--- src/rtl/regalu_pkg.sv ---
package regalu_pkg;

  localparam int INSTR_W = 32;
  localparam int OPC_W   = 6;
  localparam int IDX_W   = 5;
  localparam int SPARE_W = INSTR_W - OPC_W - 3 * IDX_W;
  localparam int NREGS   = 1 << IDX_W;

  // Field order from the top bit down: code, src a, src b, dest, spare.
  typedef struct packed {
    logic [OPC_W-1:0]   opc;
    logic [IDX_W-1:0]   src_a;
    logic [IDX_W-1:0]   src_b;
    logic [IDX_W-1:0]   dest;
    logic [SPARE_W-1:0] spare;
  } instr_t;

  localparam logic [OPC_W-1:0] OPC_ADD = 6'h01;
  localparam logic [OPC_W-1:0] OPC_SUB = 6'h02;
  localparam logic [OPC_W-1:0] OPC_AND = 6'h03;
  localparam logic [OPC_W-1:0] OPC_OR  = 6'h04;
  localparam logic [OPC_W-1:0] OPC_XOR = 6'h05;

  typedef enum logic [2:0] {
    ALU_ADD,
    ALU_SUB,
    ALU_AND,
    ALU_OR,
    ALU_XOR
  } alu_op_e;

endpackage

--- src/rtl/regalu_decode.sv ---
module regalu_decode
  import regalu_pkg::*;
(
  input  logic [INSTR_W-1:0] instr,
  output logic               op_ok,
  output alu_op_e            alu_op,
  output logic [IDX_W-1:0]   src_a,
  output logic [IDX_W-1:0]   src_b,
  output logic [IDX_W-1:0]   dest
);

  instr_t fields;

  assign fields = instr_t'(instr);
  assign src_a  = fields.src_a;
  assign src_b  = fields.src_b;
  assign dest   = fields.dest;

  always_comb begin
    op_ok  = 1'b1;
    alu_op = ALU_ADD;
    unique case (fields.opc)
      OPC_ADD: alu_op = ALU_ADD;
      OPC_SUB: alu_op = ALU_SUB;
      OPC_AND: alu_op = ALU_AND;
      OPC_OR:  alu_op = ALU_OR;
      OPC_XOR: alu_op = ALU_XOR;
      default: op_ok  = 1'b0;
    endcase
  end

endmodule

--- src/rtl/regalu_alu.sv ---
module regalu_alu
  import regalu_pkg::*;
#(
  parameter int DATA_W = 32
) (
  input  alu_op_e           op,
  input  logic [DATA_W-1:0] a,
  input  logic [DATA_W-1:0] b,
  output logic [DATA_W-1:0] y
);

  always_comb begin
    unique case (op)
      ALU_ADD: y = a + b;
      ALU_SUB: y = a - b;
      ALU_AND: y = a & b;
      ALU_OR:  y = a | b;
      ALU_XOR: y = a ^ b;
      default: y = '0;
    endcase
  end

endmodule

--- src/rtl/regalu_regfile.sv ---
module regalu_regfile #(
  parameter int DATA_W = 32,
  parameter int NREGS  = 32
) (
  input  logic                     clk,
  input  logic                     rst_n,
  input  logic                     rd_en,
  input  logic [$clog2(NREGS)-1:0] ra_a,
  input  logic [$clog2(NREGS)-1:0] ra_b,
  input  logic                     we,
  input  logic [$clog2(NREGS)-1:0] wa,
  input  logic [DATA_W-1:0]        wd,
  output logic [DATA_W-1:0]        rdata_a,
  output logic [DATA_W-1:0]        rdata_b
);

  localparam int AW = $clog2(NREGS);

  logic [DATA_W-1:0] cells [NREGS];

  for (genvar g = 0; g < NREGS; g++) begin : g_cell
    logic [DATA_W-1:0] cell_q;
    always_ff @(posedge clk) begin
      if (!rst_n)
        cell_q <= DATA_W'(g);
      else if (we && wa == AW'(g))
        cell_q <= wd;
    end
    assign cells[g] = cell_q;
  end

  // Reads sample the array before any same-edge write lands.
  always_ff @(posedge clk) begin
    if (!rst_n) begin
      rdata_a <= '0;
      rdata_b <= '0;
    end else if (rd_en) begin
      rdata_a <= cells[ra_a];
      rdata_b <= cells[ra_b];
    end
  end

endmodule

--- src/rtl/regalu_core.sv ---
module regalu_core
  import regalu_pkg::*;
#(
  parameter int DATA_W = 32
) (
  input  logic              clk,
  input  logic              rst_n,
  input  logic              in_valid,
  output logic              in_ready,
  input  logic [31:0]       in_instr,
  output logic              wb_valid,
  output logic [4:0]        wb_dest,
  output logic [DATA_W-1:0] wb_data
);

  logic             ready_q;
  logic             dec_ok;
  alu_op_e          dec_op;
  logic [IDX_W-1:0] dec_a, dec_b, dec_d;
  logic             rf_en;

  logic             ex_valid_q;
  alu_op_e          ex_op_q;
  logic [IDX_W-1:0] ex_dest_q;
  logic [DATA_W-1:0] opnd_a, opnd_b, alu_y;

  logic              wb_valid_q;
  logic [IDX_W-1:0]  wb_dest_q;
  logic [DATA_W-1:0] wb_data_q;

  always_ff @(posedge clk) begin
    if (!rst_n) ready_q <= 1'b0;
    else        ready_q <= 1'b1;
  end

  regalu_decode u_dec (
    .instr  (in_instr),
    .op_ok  (dec_ok),
    .alu_op (dec_op),
    .src_a  (dec_a),
    .src_b  (dec_b),
    .dest   (dec_d)
  );

  assign rf_en = in_valid && ready_q && dec_ok;

  regalu_regfile #(.DATA_W(DATA_W), .NREGS(NREGS)) u_rf (
    .clk     (clk),
    .rst_n   (rst_n),
    .rd_en   (rf_en),
    .ra_a    (dec_a),
    .ra_b    (dec_b),
    .we      (ex_valid_q),
    .wa      (ex_dest_q),
    .wd      (alu_y),
    .rdata_a (opnd_a),
    .rdata_b (opnd_b)
  );

  always_ff @(posedge clk) begin
    if (!rst_n) begin
      ex_valid_q <= 1'b0;
      ex_op_q    <= ALU_ADD;
      ex_dest_q  <= '0;
    end else begin
      ex_valid_q <= rf_en;
      if (rf_en) begin
        ex_op_q   <= dec_op;
        ex_dest_q <= dec_d;
      end
    end
  end

  regalu_alu #(.DATA_W(DATA_W)) u_alu (
    .op (ex_op_q),
    .a  (opnd_a),
    .b  (opnd_b),
    .y  (alu_y)
  );

  always_ff @(posedge clk) begin
    if (!rst_n) begin
      wb_valid_q <= 1'b0;
      wb_dest_q  <= '0;
      wb_data_q  <= '0;
    end else begin
      wb_valid_q <= ex_valid_q;
      if (ex_valid_q) begin
        wb_dest_q <= ex_dest_q;
        wb_data_q <= alu_y;
      end
    end
  end

  assign in_ready = ready_q;
  assign wb_valid = wb_valid_q;
  assign wb_dest  = wb_dest_q;
  assign wb_data  = wb_data_q;

endmodule

--- config.mk ---
export PLATFORM = sky130hd
export DESIGN_NAME = regalu_core
export DESIGN_NICKNAME = d
export VERILOG_FILES = /design/src/rtl/regalu_pkg.sv /design/src/rtl/regalu_decode.sv /design/src/rtl/regalu_alu.sv /design/src/rtl/regalu_regfile.sv /design/src/rtl/regalu_core.sv
export SDC_FILE = /design/constraint.sdc
export NUM_CORES = 2
export LEC_CHECK = 0
export BUFFER_PORTS_ARGS = -buffer_cell sky130_fd_sc_hd__buf_2
export CAP_MARGIN = 20
export CORE_MARGIN = 4
export CORE_UTILIZATION = 45
export CTS_BUF_LIST = sky130_fd_sc_hd__clkbuf_4
export DETAILED_ROUTE_END_ITERATION = 7
export SETUP_SLACK_MARGIN = 0.5
export SLEW_MARGIN = 20
export SYNTH_ARGS = -nofsm -noshare
export SYNTH_HDL_FRONTEND = slang
export SYNTH_SLANG_ARGS = --single-unit
--- constraint.sdc ---
create_clock -name clk -period 4.15 [get_ports clk]
set_input_delay 0.2075 -clock clk [delete_from_list [all_inputs] [get_ports clk]]
set_output_delay 0.2075 -clock clk [all_outputs]
set_load 0.01 [all_outputs]
After elaboration in Yosys (flattened, before gate mapping)

Cells that the tools add are included.

Input bits: 35
Register bits: 1136
Word-level logic and storage cells: 137

Bitwise gates (word level): 5
Eq/ne operators: 40
Reduce and logical (&&, ||, !) cells: 37
Magnitude comparators: 2
Multiplexer cells: 10
$add $sub $neg: 2

Operators with widths:

| operator                                             | number |
|---|---|
| binary-select mux 32 bit (select 5 bit)              | 2 |
| one-hot mux 32 bit (5 select lines)                  | 1 |
| 2-to-1 mux 32 bit                                    | 4 |
| equality test 5 bit (second input constant)          | 16 |
| equality test 5 x 4 -> 1 bit (second input constant) | 8 |
| logical AND 1 bit                                    | 34 |
| adder 32 bit                                         | 1 |
| AND 32 bit                                           | 1 |
| OR 32 bit                                            | 1 |
| subtractor 32 bit                                    | 1 |
| bitwise XOR 32 bit                                   | 1 |
| equality test 5 x 3 -> 1 bit (second input constant) | 4 |
| equality test 6 x 2 -> 1 bit (second input constant) | 2 |
| equality test 6 x 3 -> 1 bit (second input constant) | 2 |
| >= comparator 6 bit (second input constant)          | 2 |
| NOT 5 -> 6 bit                                       | 2 |
| one-hot mux 3 bit (4 select lines)                   | 1 |
| equality test 5 x 2 -> 1 bit (second input constant) | 2 |
| equality test 3 x 2 -> 1 bit (second input constant) | 2 |
| equality test 6 x 1 -> 1 bit (second input constant) | 1 |
| equality test 5 x 1 -> 1 bit (second input constant) | 1 |
| logical NOT 5 bit                                    | 1 |
| OR reduction 5 bit                                   | 1 |
| equality test 3 x 1 -> 1 bit (second input constant) | 1 |
| other kinds (3)                                      | 4 |

Longest topological paths before layout

Word-level depth: 4
Mapped depth: 20
Gate-level depth less buffers: 16

Hierarchy

From an unflattened synthesis, not the netlist that was laid out.

Cells, all modules: 7720
Area total of the unflattened synthesis: 63209.4 um^2

Modules (own cells, without submodules):

| module         | times used | cells each | seq. area each (um^2) | area each (um^2) |
|---|---|---|---|---|
| regalu_regfile | 1          | 6935       | 21780.9               | 57141.1 |
| regalu_alu     | 1          | 600        | 0.0                   | 4085.2 |
| regalu_core    | 1          | 160        | 960.9                 | 1800.5 |
| regalu_decode  | 1          | 25         | 0.0                   | 182.7 |

Least setup slack after synthesis

Ideal clock, no wire load.

Kind: reg-to-reg
Start: register ex_op_q[2]
End: register u_rf.g_cell[0].cell_q[29]
Path buffers: 6
Library setup time: 0.077 ns
Data arrival time: 4.027 ns
Setup slack: 0.047 ns
Cell stages (with the launch flop): 20
Cells stage by stage: dfxtp_1 buf_2 nor2_1 clkbuf_1 clkbuf_1 nand2_1 clkbuf_1 o31ai_1 xnor2_1 ha_1 clkbuf_1 a21o_1 a21o_1 a21oi_1 o21ai_1 mux2_2 nor4_1 nand3_1 buf_2 o22ai_1

Longest elaborated chain between the ends: 2
Elaborated cells on any way between the ends: 6

RTL lines:

| element                                     | RTL line             | source |
|---|---|---|
| from (decl)                                 | regalu_core.sv:23    | `alu_op_e ex_op_q;` |
| from (signal assigned)                      | regalu_core.sv:68    | `ex_op_q <= dec_op;` |
| equality test 3 bit (tied with other cells) | regalu_alu.sv:13     | `unique case (op)` |
| one-hot mux 32 bit (5 select lines) (*)     | regalu_alu.sv:13     |  |
| to (signal assigned)                        | regalu_regfile.sv:25 | `cell_q <= DATA_W'(g);` |
| to (signal assigned)                        | regalu_regfile.sv:27 | `cell_q <= wd;` |
| to (decl)                                   | regalu_regfile.sv:22 | `logic [DATA_W-1:0] cell_q;` |

Mark *: on every way between the ends. The rest lies on a longest branch, timed or not.
A chain may end at the register's enable or synchronous reset.

Worst setup path after layout

Start: register u_rf.rdata_b[13]
End: register u_rf.g_cell[11].cell_q[24]

Longest elaborated chain between the ends: 2
Elaborated cells on any way between the ends: 3

RTL lines:

| element                                                  | RTL line                           | source |
|---|---|---|
| from (decl)                                              | regalu_regfile.sv:14               | `output logic [DATA_W-1:0] rdata_b` |
| from (signal assigned)                                   | regalu_regfile.sv:39               | `rdata_b <= cells[ra_b];` |
| subtractor 32 bit / adder 32 bit (equally long branches) | regalu_alu.sv:15, regalu_alu.sv:14 |  |
| one-hot mux 32 bit (5 select lines) (*)                  | regalu_alu.sv:13                   |  |
| to (signal assigned)                                     | regalu_regfile.sv:25               |  |
| to (signal assigned)                                     | regalu_regfile.sv:27               |  |
| to (decl)                                                | regalu_regfile.sv:22               |  |

Marked as above.

==> results.json <==
{
  "status": "complete, but fails checks",
  "violations": "setup timing",
  "syn_avg_cell_area_um2": 10.26,
  "dieArea_um2": 135000,
  "antenna_found_initial": 6,
  "grt_pass1_vias": 46710,
  "overflow": 0,
  "cp-end-kind": "register",
  "relSlewSlack_pct": 20.56,
  "yosys_warnings": 0,
  "synth-main-ff-cell": "dfxtp_1",
  "clkLatencyLatePin_ns": 1.28,
  "io_buffer_count": 62,
  "r2r_slack_ns": -0.06,
  "antenna_left": 0,
  "layout.nets": 5874,
  "synthCells": 5667,
  "dp_hpwl_mm": 121.0,
  "core_area_um2": 128000,
  "drv_cap": 0,
  "fp-row-count": 131,
  "synth_edf_count": 0,
  "multi_input_area_um2": 33770,
  "utilization_pct": 52.53,
  "fillCellCount": 11370,
  "synth_fp_nets": 5799,
  "fmax_ghz": 0.2378,
  "async_flop_share_pct": 0,
  "setup_viol": 18,
  "drc": 0,
  "root_buffer": "clkbuf_4",
  "path_clk_slew_ns": 0.07,
  "finalWorstSetupSlack_ns": -0.05520,
  "crit_required_ns": 5.31,
  "avgRoutedWirePerCell_um": 26.27,
  "h-tree-depth": 5,
  "leakagePower_uw": 0.02361,
  "cp_data_arrival_time_ns": 5.36,
  "wirelength_mm": 201.9,
  "hold_path_class": "in -> reg",
  "synth.most_common_cell": "dfxtp_1",
  "vias": 49040,
  "cts_tree": "yes",
  "hold_slack_ns": 0.06900,
  "rsz0062_at_grt": "true",
  "grt_max_degree": 159,
  "area_delta_synth_final_pct": 15.67,
  "tightest_slew_ns": 1.192,
  "place.gp.congestion": 0.9823,
  "cts_made_buffers": 327,
  "dr.first_iter.drc_count": 5657,
  "fp.dieW_um": 367.4,
  "syn-cell-area_um2": 58130,
  "seqCellArea_um2": 22750,
  "grt_pass1_wl_mm": 299.2,
  "period_needed_ns": 4.205,
  "startpoint_type": "register",
  "path_max_fanout": 7,
  "yosysSeqAreaShare_pct": 39.12,
  "crit_type": "reg -> reg",
  "drive_above_1_share_pct": 28.70,
  "min_period_over_period_pct": 101.3,
  "report.final.slew_viol_count": 0,
  "ys_top_cells_by_count": "1136 x dfxtp_1, 687 x a21oi_1, 640 x mux4_2, 640 x nor2_1, 532 x clkbuf_1",
  "power_density_nw_per_um2": 386.7,
  "first_pass_iters": 5,
  "peakVddDrop_mv": 0.2629,
  "netlist.top_cell.by_area": "dfxtp_1",
  "synth.area.top_cells": "dfxtp_1 39%, mux4_2 25%, a21oi_1 5.9%, a211oi_1 5.6%, o21ai_0 4.3%",
  "grt_usage_pct": 29.03,
  "synth_seq_cells": 1136,
  "finalHoldViolations": 0,
  "yosys.area.top_type_share_pct": 39.12,
  "clock_path_buffers": 4,
  "start_util_pct": 45.41,
  "die_y_um": 367.4,
  "clock-sinks": 1136,
  "ios": 74,
  "fin_skew_ns": 0.08156,
  "vias_per_cell": 6.381,
  "ys_types": 77
}
## report_power, final
part / internal (µW) / switching (µW)
logic: 2010 / 3050
clock network: 5130 / 4870
registers: 10900 / 23.9
## worst paths after layout
path	startpoint	to	cells after the start
setup / recovery	u_rf.rdata_b[13]	u_rf.g_cell[11].cell_q[24]	21
hold / removal	rst_n	wb_data[21]	4
setup reg to reg	u_rf.rdata_b[13]	u_rf.g_cell[11].cell_q[24]	21
hold reg to reg	u_rf.g_cell[20].cell_q[7]	u_rf.g_cell[20].cell_q[7]	2
## critical path, cell delays in order, from the launching register on
cell	delay, ns
dfxtp_2	0.31
or4_4	0.55
nor4_4	0.27
buf_4	0.19
and2_4	0.19
buf_6	0.11
a31oi_4	0.09
xnor2_2	0.16
ha_4	0.31
nand4_1	0.19
buf_4	0.20
nor3_2	0.18
a21oi_2	0.05
nand3_2	0.19
buf_6	0.13
a31oi_4	0.08
xnor2_2	0.21
a21oi_4	0.09
buf_12	0.15
buf_8	0.13
buf_12	0.14
a211oi_2	0.16
## placed cells by master (no fill, tap or decap), drive strengths merged, types with 15 or more instances in the layout
master       count
nor2           640
o22ai           66
xnor2           47
o21ai          502
a21oi          691
nand3           15
dlygate4sd3     41
buf            343
a2bb2oi         25
ha              96
nor3            19
mux2i           80
o211ai          86
mux4           640
a31oi           19
inv             87
dfxtp         1136
clkinv          72
nand2          259
a211oi         439
clkbuf         471
## timing repair
| item | in CTS | in global routing |
|---|---|---|
| endpoints found under the hold margin | 492 | 0 |
| setup endpoints to repair | 583 | 758 |
| gates cloned | 8 | 11 |
| buffers inserted | 17 | 21 |
| gates resized for setup | 49 | 139 |
| hold buffers | 41 | 0 |
| pin swaps | 10 | 31 |
## sequential cells by signal, indices dropped and copies added, names as in the netlist
signal              count
wb_valid                1
ex_valid_q              1
ex_op_q                 3
u_rf.rdata_a           32
u_rf.g_cell.cell_q   1024
ex_dest_q               5
u_rf.rdata_b           32
wb_data                32
wb_dest                 5
in_ready                1
## final cells by class
| cell class | instances | area share, % |
|---|---|---|
| sequential | 1136 | 33.83 |
| inverter | 85 | 0.4857 |
| tap | 1729 | 3.217 |
| antenna | 9 | 0.03350 |
| clock inverter | 75 | 0.4875 |
| multi-input combinational | 3795 | 50.23 |
| timing repair buffer | 397 | 6.580 |
| clock buffer | 460 | 5.136 |
## layer usage
layer / routed length [µm] / vias up / track usage, %
met5: 13 / - / 0
met4: 6408 / 2 / 10.24
met3: 19460 / 483 / 5.978
met2: 91160 / 2464 / 44.62
met1: 84840 / 24310 / 40.79
li1: - / 21780 / -
## through the flow
| stage | std cells | total power (µW) | worst slack, ns | TNS (ns) | instance area [µm²] |
|---|---|---|---|---|---|
| after floorplan | 5667 | 13730 | 0.2935 | 0 | 58280 |
| after global placement | 7043 | 15220 | -0.03382 | -0.8202 | 61300 |
| after detailed placement | 7043 | 15210 | -0.002525 | -0.002525 | 61300 |
| after CTS | 7644 | 25550 | 0.04630 | 0 | 66050 |
| after global routing | 7685 | 27000 | -0.2187 | -24.06 | 67240 |
| final | 7686 | 26000 | -0.05520 | -0.2524 | 67240 |
## cell families (layout without fill, tap and decap cells)
logic type	Yosys count	after routing	share of synthesized area, %
simple gates	1004	1004	6.976
fa+ha+maj	97	97	2.101
mux	721	721	26.19
buf+inv	736	1017	5.007
other cells	0	9	0
flops	1136	1136	39.12
xor+xnor	51	51	0.7814
compound gates	1922	1922	19.82
Power figures use the tool's default switching activity.
